<file path="src/rtl/psram_lp_pkg.sv">
package psram_lp_pkg;
  typedef enum logic [2:0] {
    ST_NORMAL = 3'd0,
    ST_QUAL   = 3'd1,
    ST_DPD    = 3'd2,
    ST_INIT   = 3'd3,
    ST_PAR    = 3'd4
  } lpState_e;

  typedef struct packed {
    logic cntClr;
    logic cntRun;
    logic dataKill;
  } lpStrobe_t;
endpackage

</file>
<file path="src/rtl/lp_timer.sv">
module lp_timer
  import psram_lp_pkg::*;
#(
  parameter int ENTRY_CYC = 1250,
  parameter int INIT_CYC  = 18750
) (
  input  logic      clk,
  input  logic      rstN,
  input  lpStrobe_t strobe,
  input  logic      writeOk,
  input  logic      regLoadDone,
  output logic      entryHit,
  output logic      initHit,
  output logic      dataValid,
  output logic      parLocked
);
  localparam int CNT_MAX = (ENTRY_CYC > INIT_CYC) ? ENTRY_CYC : INIT_CYC;
  localparam int CW = $clog2(CNT_MAX + 1);
  localparam logic [CW-1:0] ENTRY_LAST = CW'(ENTRY_CYC - 1);
  localparam logic [CW-1:0] INIT_LAST  = CW'(INIT_CYC - 1);
  localparam logic [CW-1:0] CNT_TOP    = CW'(CNT_MAX);

  logic [CW-1:0] cnt;

  always_ff @(posedge clk) begin
    if (!rstN) begin
      cnt <= '0;
    end else if (strobe.cntClr) begin
      cnt <= '0;
    end else if (strobe.cntRun && cnt != CNT_TOP) begin
      cnt <= cnt + 1'b1;
    end
  end

  assign entryHit = (cnt == ENTRY_LAST);
  assign initHit  = (cnt == INIT_LAST);

  always_ff @(posedge clk) begin
    if (!rstN) begin
      dataValid <= 1'b0;
    end else if (strobe.dataKill) begin
      dataValid <= 1'b0;
    end else if (writeOk) begin
      dataValid <= 1'b1;
    end
  end

  always_ff @(posedge clk) begin
    if (!rstN) begin
      parLocked <= 1'b0;
    end else if (regLoadDone) begin
      parLocked <= 1'b1;
    end
  end


  cnt_bound_chk: assert property (@(posedge clk) disable iff (!rstN)
    cnt <= CNT_TOP);


  kill_clears_chk: assert property (@(posedge clk) disable iff (!rstN)
    strobe.dataKill |=> !dataValid);
endmodule

</file>
<file path="src/rtl/lp_ctrl.sv">
module lp_ctrl
  import psram_lp_pkg::*;
(
  input  logic      clk,
  input  logic      rstN,
  input  logic      sleepN,
  input  logic      cfgSleepBit,
  input  logic      parLocked,
  input  logic      entryHit,
  input  logic      initHit,
  output lpState_e  state,
  output lpStrobe_t strobe,
  output logic      refreshEn,
  output logic      accessAllow,
  output logic      busy
);
  lpState_e nextState;

  always_comb begin
    nextState = state;
    strobe    = '0;
    unique case (state)
      ST_NORMAL: begin
        if (parLocked) begin
          nextState = ST_PAR;
        end else if (!sleepN) begin
          if (cfgSleepBit) begin
            nextState = ST_PAR;
          end else begin
            nextState     = ST_QUAL;
            strobe.cntClr = 1'b1;
          end
        end
      end
      ST_QUAL: begin
        strobe.cntRun = 1'b1;
        if (sleepN) begin
          nextState = ST_NORMAL;
        end else if (cfgSleepBit || parLocked) begin
          nextState = ST_PAR;
        end else if (entryHit) begin
          nextState       = ST_DPD;
          strobe.dataKill = 1'b1;
        end
      end
      ST_DPD: begin
        if (sleepN) begin
          nextState     = ST_INIT;
          strobe.cntClr = 1'b1;
        end
      end
      ST_INIT: begin
        strobe.cntRun = 1'b1;
        if (initHit) begin
          nextState = parLocked ? ST_PAR : ST_NORMAL;
        end
      end
      ST_PAR: begin
        if (sleepN && !parLocked) begin
          nextState = ST_NORMAL;
        end
      end
      default: nextState = ST_NORMAL;
    endcase
  end

  always_ff @(posedge clk) begin
    if (!rstN) begin
      state <= ST_NORMAL;
    end else begin
      state <= nextState;
    end
  end

  assign refreshEn   = (state != ST_DPD);
  assign busy        = (state == ST_INIT);
  assign accessAllow = sleepN && (state == ST_NORMAL || state == ST_PAR);


  dpd_exit_init_chk: assert property (@(posedge clk) disable iff (!rstN)
    ($past(state) == ST_DPD && state != ST_DPD) |-> state == ST_INIT);


  par_no_dpd_chk: assert property (@(posedge clk) disable iff (!rstN)
    $past(state) == ST_PAR |-> state != ST_DPD);
endmodule

</file>
<file path="src/rtl/psram_lp_seq.sv">
module psram_lp_seq
  import psram_lp_pkg::*;
#(
  parameter int ENTRY_CYC = 1250,
  parameter int INIT_CYC  = 18750
) (
  input  logic       clk,
  input  logic       rstN,
  input  logic       sleepN,
  input  logic       cfgSleepBit,
  input  logic       regLoadDone,
  input  logic       writeReq,
  output logic       refreshEn,
  output logic       accessAllow,
  output logic       dataValid,
  output logic       busy,
  output logic [2:0] stateCode
);
  lpState_e  state;
  lpStrobe_t strobe;
  logic      entryHit;
  logic      initHit;
  logic      parLocked;
  logic      writeOk;

  assign writeOk   = writeReq && accessAllow;
  assign stateCode = state;

  lp_ctrl u_ctrl (
    .clk         (clk),
    .rstN        (rstN),
    .sleepN      (sleepN),
    .cfgSleepBit (cfgSleepBit),
    .parLocked   (parLocked),
    .entryHit    (entryHit),
    .initHit     (initHit),
    .state       (state),
    .strobe      (strobe),
    .refreshEn   (refreshEn),
    .accessAllow (accessAllow),
    .busy        (busy)
  );

  lp_timer #(
    .ENTRY_CYC (ENTRY_CYC),
    .INIT_CYC  (INIT_CYC)
  ) u_timer (
    .clk         (clk),
    .rstN        (rstN),
    .strobe      (strobe),
    .writeOk     (writeOk),
    .regLoadDone (regLoadDone),
    .entryHit    (entryHit),
    .initHit     (initHit),
    .dataValid   (dataValid),
    .parLocked   (parLocked)
  );


  dpd_data_clear_chk: assert property (@(posedge clk) disable iff (!rstN)
    state == ST_DPD |-> !dataValid);


  dpd_entry_qual_chk: assert property (@(posedge clk) disable iff (!rstN)
    (state == ST_DPD && $past(state) != ST_DPD) |-> ($past(entryHit) && !$past(cfgSleepBit)));


  lock_no_dpd_chk: assert property (@(posedge clk) disable iff (!rstN)
    (state == ST_DPD && $past(state) != ST_DPD) |-> !$past(parLocked));


  init_exit_count_chk: assert property (@(posedge clk) disable iff (!rstN)
    ($past(state) == ST_INIT && state != ST_INIT) |-> $past(initHit));


  par_keeps_data_chk: assert property (@(posedge clk) disable iff (!rstN)
    ($past(state) == ST_PAR && $past(dataValid)) |-> dataValid);
endmodule

</file>
<file path="config.mk">
export PLATFORM = sky130hd
export DESIGN_NAME = psram_lp_seq
export DESIGN_NICKNAME = d
export VERILOG_FILES = /design/src/rtl/psram_lp_pkg.sv /design/src/rtl/lp_timer.sv /design/src/rtl/lp_ctrl.sv /design/src/rtl/psram_lp_seq.sv
export SDC_FILE = /design/constraint.sdc
export NUM_CORES = 1
export LEC_CHECK = 0
export BUFFER_PORTS_ARGS = -buffer_cell sky130_fd_sc_hd__buf_2
export CORE_AREA = 2 2 67 50
export DETAILED_ROUTE_END_ITERATION = 6
export DIE_AREA = 0 0 69 52
export GPL_TIMING_DRIVEN = 1
export SETUP_SLACK_MARGIN = 0.5
export SLEW_MARGIN = 10
export SYNTH_ARGS = -nofsm -noshare
export SYNTH_HDL_FRONTEND = slang
export SYNTH_SLANG_ARGS = --single-unit
</file>
<file path="constraint.sdc">
create_clock -name clk -period 2.2 [get_ports clk]
set_input_delay 0.44 -clock clk [delete_from_list [all_inputs] [get_ports clk]]
set_output_delay 0.44 -clock clk [all_outputs]
set_load 0.01 [all_outputs]
</file>
== Word-level counts from Yosys, hierarchy flattened ==
Index checks and enable logic that the tools add are counted.

* Memory bits (read-only): 0
* Latch bits: 0
* Memories: 0
* Bits of input ports: 6
* Output and inout port bits: 7
* Register bits: 20
* Memory bits (writable): 0
* Word-level logic and storage cells: 52

* Eq/ne operators: 13
* Magnitude comparators: 0
* Shift-type cells: 0
* Multiplexer cells: 21
* Multipliers: 0
* Bitwise gates (word level): 1
* Add/subtract/negate cells: 1
* Divide/modulo/power cells: 0
* Reductions and logical operators: 12

{| class="wikitable"
|+ Operator list
! operator !! count
|-
| 3-bit 2-to-1 mux || 10
|-
| 15-bit by 1-bit adder with 15-bit output (second input constant) || 1
|-
| 15-bit by 11-bit == test with 1-bit output (second input constant) || 1
|-
| 15-bit == test (second input constant) || 1
|-
| 15-bit inequality test (second input constant) || 1
|-
| 3-bit one-hot mux with 5 select lines || 1
|-
| 1-bit 2-to-1 mux || 9
|-
| 3-bit by 2-bit == test with 1-bit output (second input constant) || 2
|-
| 3-bit by 2-bit inequality test with 1-bit output (second input constant) || 2
|-
| 2-bit OR reduction || 3
|-
| 5-bit AND reduction || 1
|-
| 1-bit logical AND || 4
|-
| 2-bit by 1-bit inequality test with 1-bit output (second input constant) || 2
|-
| 4-bit by 3-bit inequality test with 1-bit output (second input constant) || 1
|-
| 3-bit by 1-bit == test with 1-bit output (second input constant) || 1
|-
| 3-bit == test (second input constant) || 1
|-
| 3-bit zero test || 1
|-
| 1-bit logical OR || 2
|-
| 2-bit inequality test (second input constant) || 1
|-
| 1-bit one-hot mux with 2 select lines || 1
|-
| 1-bit zero test || 1
|-
| 1-bit NOT || 1
|}

== Logic depth before layout (Yosys ltp) ==
* Depth after elaboration: 6
* Depth in mapped cells: 7

== Hierarchy ==
A second synthesis with hierarchy kept.

* Cells, all modules: 138
* Area, all modules: 1,161.1 um^2

{| class="wikitable"
|+ Modules (own cells, without submodules)
! module !! instances !! area each (um^2) !! cells each
|-
| lp_timer || 1 || 912.1 || 106
|-
| lp_ctrl || 1 || 242.7 || 31
|-
| psram_lp_seq || 1 || 6.3 || 1
|}

== Least setup slack after synthesis ==
OpenSTA, ideal clock, no wires.

* Path type: register to register
* From: register u_timer.cnt[0]
* To: register u_ctrl.state[2]
* Buffers on the path: 0
* Setup time: 0.118 ns
* Data arrival time: 1.852 ns
* Required time: 2.082 ns
* Path slack: 0.230 ns
* Stages on the path, launching flop included: 7
* Cells stage by stage: dfxtp_1 ha_1 or4b_1 or4_1 nor2b_4 nand2b_1 mux2i_1

* Cells in the longest elaborated chain, start to end: 3
* Elaborated cells on any way between the ends: 5

{| class="wikitable"
|+ RTL lines
! what !! line !! source
|-
| start: declaration || lp_timer.sv:23 || <nowiki>logic [CW-1:0] cnt;</nowiki>
|-
| start signal: assignment || lp_timer.sv:31 || <nowiki>cnt <= cnt + 1'b1;</nowiki>
|-
| 15-bit by 11-bit == test with 1-bit output / 15-bit == test (equally long branches) || lp_timer.sv:35, lp_timer.sv:36 ||
|-
| 4-bit by 3-bit inequality test with 1-bit output (no source line) / 2-bit by 1-bit inequality test with 1-bit output (equally long branches) || n/a ||
|-
| 5-bit AND reduction (no source line) * || n/a ||
|-
| end signal: assignment || lp_ctrl.sv:71 || <nowiki>state <= nextState;</nowiki>
|-
| end: declaration || lp_ctrl.sv:11 || <nowiki>output lpState_e state,</nowiki>
|}

Mark *: on every way between the ends. The rest lies on a longest branch, timed or not.
A chain may end at the register's enable or synchronous reset.

== Worst setup path in the final report ==
* From: register u_timer.cnt[1]
* To: register u_ctrl.state[2]

Same word-level chain as after synthesis.

==> impl_metrics.toml <==
[outcome]
status = "complete, no violations"

[floorplanning]
die_area_mm2 = 0.00359
num_rows = 17
chipHeight_um = 52
ioPinCount = 13
initial_core_util_pct = 38.4
die_x_um = 69
core-area_mm2 = 0.00298

[route]
first_pass_iters = 4
drtAntennaViolNets = 0
drt_iter0_drc = 49
wl_per_cell_um = 13.4
num_vias = 1002
drcViolationCount = 0
viasPerCell = 5.22
wl_um = 2570

[critical_path]
reg2reg_slack_ns = 0.27
end_kind = "flip-flop"
critPathRequiredTime_ns = 2.35
critPathArrivalTime_ns = 2.08
path_class = "flip-flop to flip-flop"
reg2reg_from = "u_timer.cnt[1]"
rr_endpoint = "u_ctrl.state[2]"
critPathMaxFanout = 3
r2r_cells = 7
start_kind = "flip-flop"

[clock_network]
cts_made_buffers = 3
insertion_delay_ns = 0.26
cts_tree = "built"
htreeDepth = 1
cts_root_buf = "clkbuf_8"
clockBufferDepth = 2
cts_sinks = 20
clk_pin_slew_ns = 0.07

[cells_and_area]
multi_input_area_um2 = 741
areaGrowthSynthToFinish_pct = 20.9
drive_above_1_share_pct = 26.0
n_antenna_cell = 0
finalInstanceArea_mm2 = 0.00138
regArea_um2 = 409
fillers = 311
nets = 164

[synthesis]
synth.top_cell.area_share_pct = 35.0
async_flop_share_pct = 0
synth_compound_area_share_pct = 12.0
yosys_warnings = 0
yosysTopAreaCell = "dfxtp_1"
synth_adder_area_share_pct = 3.28
synth_mux_area_share_pct = 0.874
postSynthCellCount = 135
synth_commonest_cells = "21 x nor2_1, 20 x dfxtp_1, 11 x nand2_1, 10 x xnor2_1, 8 x a211oi_1"
synth.most_common_cell = "nor2_1"
synthFlopType = "dfxtp_1"
ys_ff_latch = 20
synth_area_leaders = "dfxtp_1 35%, xnor2_1 7.7%, nor2_1 6.9%"
synth-simple-area-share_pct = 33.8
synth_fp_nets = 144
synth_top_family_by_area = "simple AND/OR/NAND/NOR gates"
ys_seq_area_share_pct = 35.0
synth_edf_count = 0
syn_avg_cell_area_um2 = 8.48
post_synth_xor_area_fraction_pct = 11.5
ys_types = 40
synth_area_mm2 = 0.00114

[min_path]
min_path_type = "input pin to flip-flop"
hold_start = "regLoadDone"
hold-path-cell-count = 2
worst_hold_path.endpoint = "u_timer.parLocked"

[run]
maxCapViolCount = 0

[timing]
period_minus_slack_ns = 1.93
setup_viol = 0
skew_ns = 0.00177
maxSlewHeadroom_pct = 74.7
setup-tns-final_ns = 0
fmaxAchievable_mhz = 519
post-route-period-util_pct = 87.6
worst_pin_slew_ns = 0.379
rsz0062_at_grt = "true"
drv_slew = 0
hold_viol = 0

[global_route]
grt_antenna_before_repair = 0
grtUsageTotal_pct = 15.5
grt_pass1_vias = 989
grt_max_degree = 16
overflow = 0
grt_first_pass_wirelength_um = 4420

[power]
ir_worst_vdd_mv = 0.283
p_per_area_mw_per_mm2 = 592
p_leak_nw = 0.499

[placement]
numPortBuffers = 12
gp_congestion = 0.922
post-dp-hpwl_um = 1760
postPlaceCellArea_mm2 = 0.00125
==> through the flow <==
stage / setup slack [ns] / power, W / util [%] / cells / hold slack [ns]
finish: 0.273 / 0.000820 / 46.5 / 192 / 0.374
global route: 0.218 / 0.000865 / 46.5 / 192 / 0.376
CTS: 0.239 / 0.000831 / 45.7 / 191 / 0.366
detailed placement: 0.207 / 0.000531 / 41.9 / 183 / 0.517
global placement: 0.243 / 0.000530 / 41.9 / 183 / 0.512
floorplan: 0.284 / 0.000490 / - / 135 / 0.485
==> metal layers <==
metal	GRT usage (%)	routed length (µm)	up-vias
met5	0	0	-
met4	5.56	16	0
met3	4.84	77	2
met2	23.2	1120	6
met1	21.1	1360	475
li1	-	-	519
==> final cells by class <==
type                    instances  share of cell area (%)
multi-input cells             106                    53.5
repair buffers                 19                    8.14
flip-flops and latches         20                    29.6
well taps                      38                    3.44
inverters                       5                    1.36
clock buffers                   4                    3.98
==> how the worst max path moves through the flow <==
| stage | from | slack, ns | endpoint |
|---|---|---|---|
| after global placement | u_timer.cnt[0] | 0.24 | u_ctrl.state[2] |
| final | u_timer.cnt[1] | 0.27 | u_ctrl.state[2] |
| after detailed placement | u_timer.cnt[0] | 0.21 | u_ctrl.state[2] |
| after global routing | u_timer.cnt[1] | 0.22 | u_ctrl.state[2] |
| after CTS | u_timer.cnt[1] | 0.24 | u_ctrl.state[2] |
| after floorplan | u_timer.cnt[0] | 0.28 | u_ctrl.state[2] |
==> critical path, cell delays in order (launching register included) <==
cell,delay (ns)
dfxtp_2,0.33
inv_2,0.06
ha_4,0.11
or4b_1,0.42
or4_4,0.49
nor2b_4,0.15
nand2b_4,0.14
mux2i_1,0.12
==> flip-flops by register name (all words and copies together) (netlist names) <==
| register | count |
|---|---|
| u_ctrl.state | 3 |
| u_timer.parLocked | 1 |
| u_timer.dataValid | 1 |
| u_timer.cnt | 15 |
==> layout by cell type (no fill, tap or decap), types with 2 or more instances in the layout <==
cell type   n
xnor2_1    10
inv_1       4
dfxtp_2     4
nand4_1     4
ha_1        2
a21oi_1     4
o21a_1      2
clkbuf_8    4
nand3_1     7
nand2_1    11
nand2b_1    2
nor2_1     20
buf_2      12
dfxtp_1    15
xor2_1      5
buf_4       7
nor3b_1     2
and3_1      3
a211oi_1    7
nand4b_1    2
==> kinds of logic (layout without fill, tap and decap cells) <==
group / after synthesis / in the layout
AO/OA/AOI/OAI: 19 / 19
buffers and inverters: 9 / 28
flip-flops: 20 / 20
adder cells (fa/ha/maj): 3 / 3
multiplexers: 1 / 1
AND/OR/NAND/NOR: 68 / 68
XOR/XNOR: 15 / 15
==> timing repair <==
item / in CTS / in global routing
hold buffers: 0 / 0
endpoints found under the setup margin: 15 / 15
buffers inserted: 4 / 1
resized for setup: 7 / 6
pin swaps: 3 / 2
==> power breakdown <==
group          internal, W  leakage [nW]  switching, W
combinational    0.0000641         0.306     0.0000812
clock             0.000159        0.0288      0.000117
sequential        0.000376         0.165     0.0000215
(Power assumes the default switching activity.)
